==> config.mk <==
export PLATFORM = sky130hd
export DESIGN_NAME = dss_dual_switch
export DESIGN_NICKNAME = d
export VERILOG_FILES = /design/src/rtl/dss_pkg.sv /design/src/rtl/dss_mode_seq.sv /design/src/rtl/dss_xbar.sv /design/src/rtl/dss_dual_switch.sv
export SDC_FILE = /design/constraint.sdc
export NUM_CORES = 1
export LEC_CHECK = 0
export ABC_AREA = 1
export BUFFER_PORTS_ARGS = -buffer_cell sky130_fd_sc_hd__buf_2
export CORE_AREA = 2 2 200 202
export CTS_BUF_LIST = sky130_fd_sc_hd__clkbuf_4 sky130_fd_sc_hd__clkbuf_8
export DETAILED_ROUTE_END_ITERATION = 6
export DIE_AREA = 0 0 202 204
export SYNTH_ARGS = -nofsm -noshare
export SYNTH_HDL_FRONTEND = slang
export SYNTH_SLANG_ARGS = --single-unit
==> constraint.sdc <==
create_clock -name clk -period 1.2 [get_ports clk]
set_input_delay 0.18 -clock clk [delete_from_list [all_inputs] [get_ports clk]]
set_output_delay 0.18 -clock clk [all_outputs]
set_load 0.02 [all_outputs]
==> src/rtl/dss_pkg.sv <==
package dss_pkg;
  localparam int unsigned PORTS = 4;
  localparam int unsigned PAIR  = 2;

  // Source input index for output k: the lane pairs exchange when swapping.
  function automatic logic [1:0] pick_src(input logic swap, input logic [1:0] k);
    logic [1:0] src;
    src = swap ? (k ^ 2'(PAIR)) : k;
    return src;
  endfunction

  // Half-frame boundary test, shared by the sequencer.
  function automatic logic at_half_edge(input int unsigned cnt, input int unsigned n);
    return (cnt == (n / 2) - 1) || (cnt == n - 1);
  endfunction
endpackage

==> src/rtl/dss_mode_seq.sv <==
module dss_mode_seq #(
  parameter int unsigned N = 16
) (
  input  logic clk,
  input  logic rst_n,
  input  logic start_i,
  output logic a_swap_o,
  output logic b_swap_o,
  output logic run_o,
  output logic half_tick_o
);
  localparam int unsigned CW = (N > 2) ? $clog2(N) : 1;

  logic [CW-1:0] cnt_q;
  logic          run_q;
  logic          a_q;
  logic          b_q;
  logic          tick;

  assign tick = run_q && dss_pkg::at_half_edge(int'(cnt_q), N);

  always_ff @(posedge clk) begin
    if (!rst_n) begin
      cnt_q <= '0;
      run_q <= 1'b0;
      a_q   <= 1'b1;
      b_q   <= 1'b0;
    end else if (start_i) begin
      cnt_q <= '0;
      run_q <= 1'b1;
      a_q   <= 1'b1;
      b_q   <= 1'b0;
    end else if (run_q) begin
      cnt_q <= (int'(cnt_q) == N - 1) ? '0 : cnt_q + 1'b1;
      if (tick) begin
        a_q <= ~a_q;
        b_q <= ~b_q;
      end
    end
  end

  assign a_swap_o    = a_q;
  assign b_swap_o    = b_q;
  assign run_o       = run_q;
  assign half_tick_o = tick;
endmodule

==> src/rtl/dss_xbar.sv <==
module dss_xbar #(
  parameter int unsigned W = 16
) (
  input  logic                                    clk,
  input  logic                                    rst_n,
  input  logic                                    swap_i,
  input  logic [dss_pkg::PORTS-1:0][2*W-1:0]      u_i,
  output logic [dss_pkg::PORTS-1:0][2*W-1:0]      v_o
);
  for (genvar k = 0; k < dss_pkg::PORTS; k++) begin : g_port
    logic [1:0]     src;
    logic [2*W-1:0] nxt;
    always_comb begin
      src = dss_pkg::pick_src(swap_i, 2'(k));
      nxt = u_i[src];
    end
    always_ff @(posedge clk) begin
      if (!rst_n) v_o[k] <= '0;
      else        v_o[k] <= nxt;
    end
  end
endmodule

==> src/rtl/dss_dual_switch.sv <==
module dss_dual_switch #(
  parameter int unsigned N = 16,
  parameter int unsigned W = 16
) (
  input  logic                   clk,
  input  logic                   rst_n,
  input  logic                   start_i,
  input  logic [3:0][2*W-1:0]    a_u_i,
  input  logic [3:0][2*W-1:0]    b_u_i,
  output logic [3:0][2*W-1:0]    a_v_o,
  output logic [3:0][2*W-1:0]    b_v_o,
  output logic                   a_swap_o,
  output logic                   b_swap_o
);
  logic seq_run;
  logic seq_tick;
  logic a_mode;
  logic b_mode;

  dss_mode_seq #(.N(N)) u_seq (
    .clk(clk), .rst_n(rst_n), .start_i(start_i),
    .a_swap_o(a_mode), .b_swap_o(b_mode),
    .run_o(seq_run), .half_tick_o(seq_tick)
  );

  dss_xbar #(.W(W)) u_xa (
    .clk(clk), .rst_n(rst_n), .swap_i(a_mode), .u_i(a_u_i), .v_o(a_v_o)
  );

  dss_xbar #(.W(W)) u_xb (
    .clk(clk), .rst_n(rst_n), .swap_i(b_mode), .u_i(b_u_i), .v_o(b_v_o)
  );

  assign a_swap_o = a_mode;
  assign b_swap_o = b_mode;
endmodule

==> metrics.cfg <==
[detailed_routing]
drcViolationCount=0
first_pass_iters=5
dr_total_vias=11465
totalWireLength_um=44700
route.detailed.wl_per_inst_um=17.7
via_per_inst=4.54
drtIter0Drc=570
ant_nets=0

[sta]
skew_ps=23.5
hold_viol=0
max_slew_margin_pct=79.3
rsz0062_at_grt=yes
setup_viol=334
fin_crit_sh_pct=116
period_needed_ps=1390
setup-tns-final_ps=-12030
whs_ps=362
worst_pin_slew_ps=310
layout_setup_ws_ps=-188
max_freq_mhz=720
drv_slew=0

[clock_tree]
cts_root_buf=clkbuf_8
clock-sinks=263
path_clk_slew_ps=60
cts_max_path_buffers=3
numCtsBuffers=45
insertion_delay_ps=610
cts_tree=built
htreeDepth=2

[global_routing]
grt_max_degree=57
grt_usage_pct=19.0
first_global_vias=12023
antenna_found_initial=0
grt_pass1_wl_um=62500
grt_overflow=0

[pwr]
p_int_w=0.0163
swShare_pct=26.6
powerDensity_nw_per_um2=1150
irDropWorstVdd_mv=1.22
p_sw_w=0.00591
p_leak_nw=8.77
power_frac_seq_pct=42.9
combPwrFrac_pct=17.5
pwr-share-clk_pct=39.6

[synth]
ys_ff_latch=263
yosys.area.top_type_share_pct=55.4
synthCells=1149
netlist_area_sq_um=9500
async_reset_ff_share_pct=0
netlist_top_cells_area=dfxtp_1, nor2_1, o21ai_0
yosysTopAreaCell=dfxtp_1
yosysUniqueCellTypes=19
yosysWarnings=0
seq_area_frac_synth_pct=55.4
synthFlopType=dfxtp_1
synth-edff-count=0
synth_fp_nets=1409
syn_avg_cell_area_sq_um=8.27

[floorplanning]
start_util_pct=24.2
die_w_um=202
die-area_sq_um=41200
fp.dieH_um=204
ios=517
core_area_sq_um=39200
row_count=73

[worst_setup_path]
worstPathArrival_ps=1900
worstSetupStartpointType=flop
worstPathRequired_ps=1710
crit_type=reg2reg
worst-path-max-fanout=10
crit_path_end_kind=flop

[cells_and_area]
layout_common_cells=nor2_1, buf_6, dlygate4sd3_1, buf_2, dfxtp_2
layout_commonest_cell=nor2_1
final_area_sq_um=19300
syn_to_final_growth_pct=103
drive_gt1_share_pct=55.9
fillers=3221
fin_nets=2228
n_antenna_cell=0

[outcome]
status=complete, but fails checks
violations=setup timing

[placed_design]
place_congestion=0.878
placed_area_sq_um=12800
port_buffers=516
dpl.hpwl_um=24600

[worst_hold_path]
hp-class=in2reg

[flow_run]
cap_violations=0

==> cell usage after synthesis (2+ instances only) <==
cell type	n
nor2_2	100
dfxtp_1	263
buf_2	45
buf_12	11
nand2_1	9
a21oi_1	4
inv_2	3
clkbuf_1	13
buf_6	4
inv_1	2
o21ai_0	243
o21ai_1	15
nor2_1	420
buf_4	12
==> repair_timing <==
| item | 4_1_cts | 5_1_grt |
|---|---|---|
| pin swaps | 0 | 12 |
| setup endpoints to repair | 258 | 485 |
| hold buffers | 259 | 0 |
| gates cloned | 3 | 15 |
| gates resized for setup | 826 | 211 |
| endpoints found under the hold margin | 263 | 0 |
| setup buffers | 5 | 4 |
==> path summary, 6_finish.rpt <==
kind | slack, ps | end | cells past startpoint | start
setup / recovery | -190 | u_xa.v_o[56] | 7 | u_seq.a_swap_o
hold / removal | 360 | u_xa.v_o[49] | 4 | a_u_i[49]
setup reg to reg | -190 | u_xa.v_o[56] | 7 | u_seq.a_swap_o
hold reg to reg | 480 | u_seq.cnt_q[1] | 2 | u_seq.cnt_q[1]
==> power groups by stage <==
stage          combinational [W]  clock [W]  sequential [W]
2_1_floorplan           0.000580          0          0.0101
3_3_place_gp             0.00239          0         0.00951
3_5_place_dp             0.00242          0         0.00952
4_1_cts                  0.00363    0.00889         0.00953
5_1_grt                  0.00411    0.00939         0.00957
6_report                 0.00389    0.00880         0.00954
==> worst max-delay path: stages, from the launching register on <==
cell,delay (ps)
dfxtp_4,360
buf_4,160
buf_12,160
buf_12,130
inv_8,120
buf_6,170
nor2_2,40
nor2_1,160
==> through the flow <==
| step | worst slack [ps] | power (W) | instances | util [%] |
|---|---|---|---|---|
| 3_5_place_dp | 46.3 | 0.0119 | 2160 | 32.5 |
| 2_1_floorplan | 77.3 | 0.0107 | 1149 | - |
| 3_3_place_gp | 76.8 | 0.0119 | 2160 | 32.5 |
| 4_1_cts | -231 | 0.0220 | 2505 | 47.1 |
| 5_1_grt | -243 | 0.0231 | 2524 | 49.2 |
| 6_report | -188 | 0.0222 | 2524 | 49.2 |
==> metal layers <==
metal	track usage, %	routed length, um	vias to the layer above
met3	6.33	3760	146
met4	10.7	2270	0
met1	18.9	15700	5355
met2	34.9	23000	644
met5	0	0	-
li1	-	-	5320
==> area by class of cell <==
cell class                 count  area [sq um]  area share [%]
inverter                       6          61.3           0.318
clock buffer                  74           912            4.73
tap                          525           657            3.41
clock inverter                 4          47.5           0.246
timing repair inverter         1          11.3          0.0584
timing repair buffer         856          8090            41.9
multi-input combinational    795          3900            20.2
sequential                   263          5610            29.1
==> logic make-up (layout without fill, tap and decap cells) <==
logic type | Yosys count | in the layout | synth area share, %
xor gates and xnor gates | 1 | 1 | 0.0922
adders and majority gates | 1 | 1 | 0.132
AOI/OAI and AO/OA | 262 | 262 | 13.8
DFF | 263 | 263 | 55.4
buffers and inverters | 91 | 941 | 6.89
and+or+nand+nor | 531 | 531 | 23.7
==> flip-flops by register name, indices dropped and copies added, names as in the netlist <==
register,count
u_seq.run_o,1
u_seq.b_swap_o,1
u_xb.v_o,128
u_seq.a_swap_o,1
u_xa.v_o,128
u_seq.cnt_q,4
No activity file was read; power rests on OpenSTA's default activity.
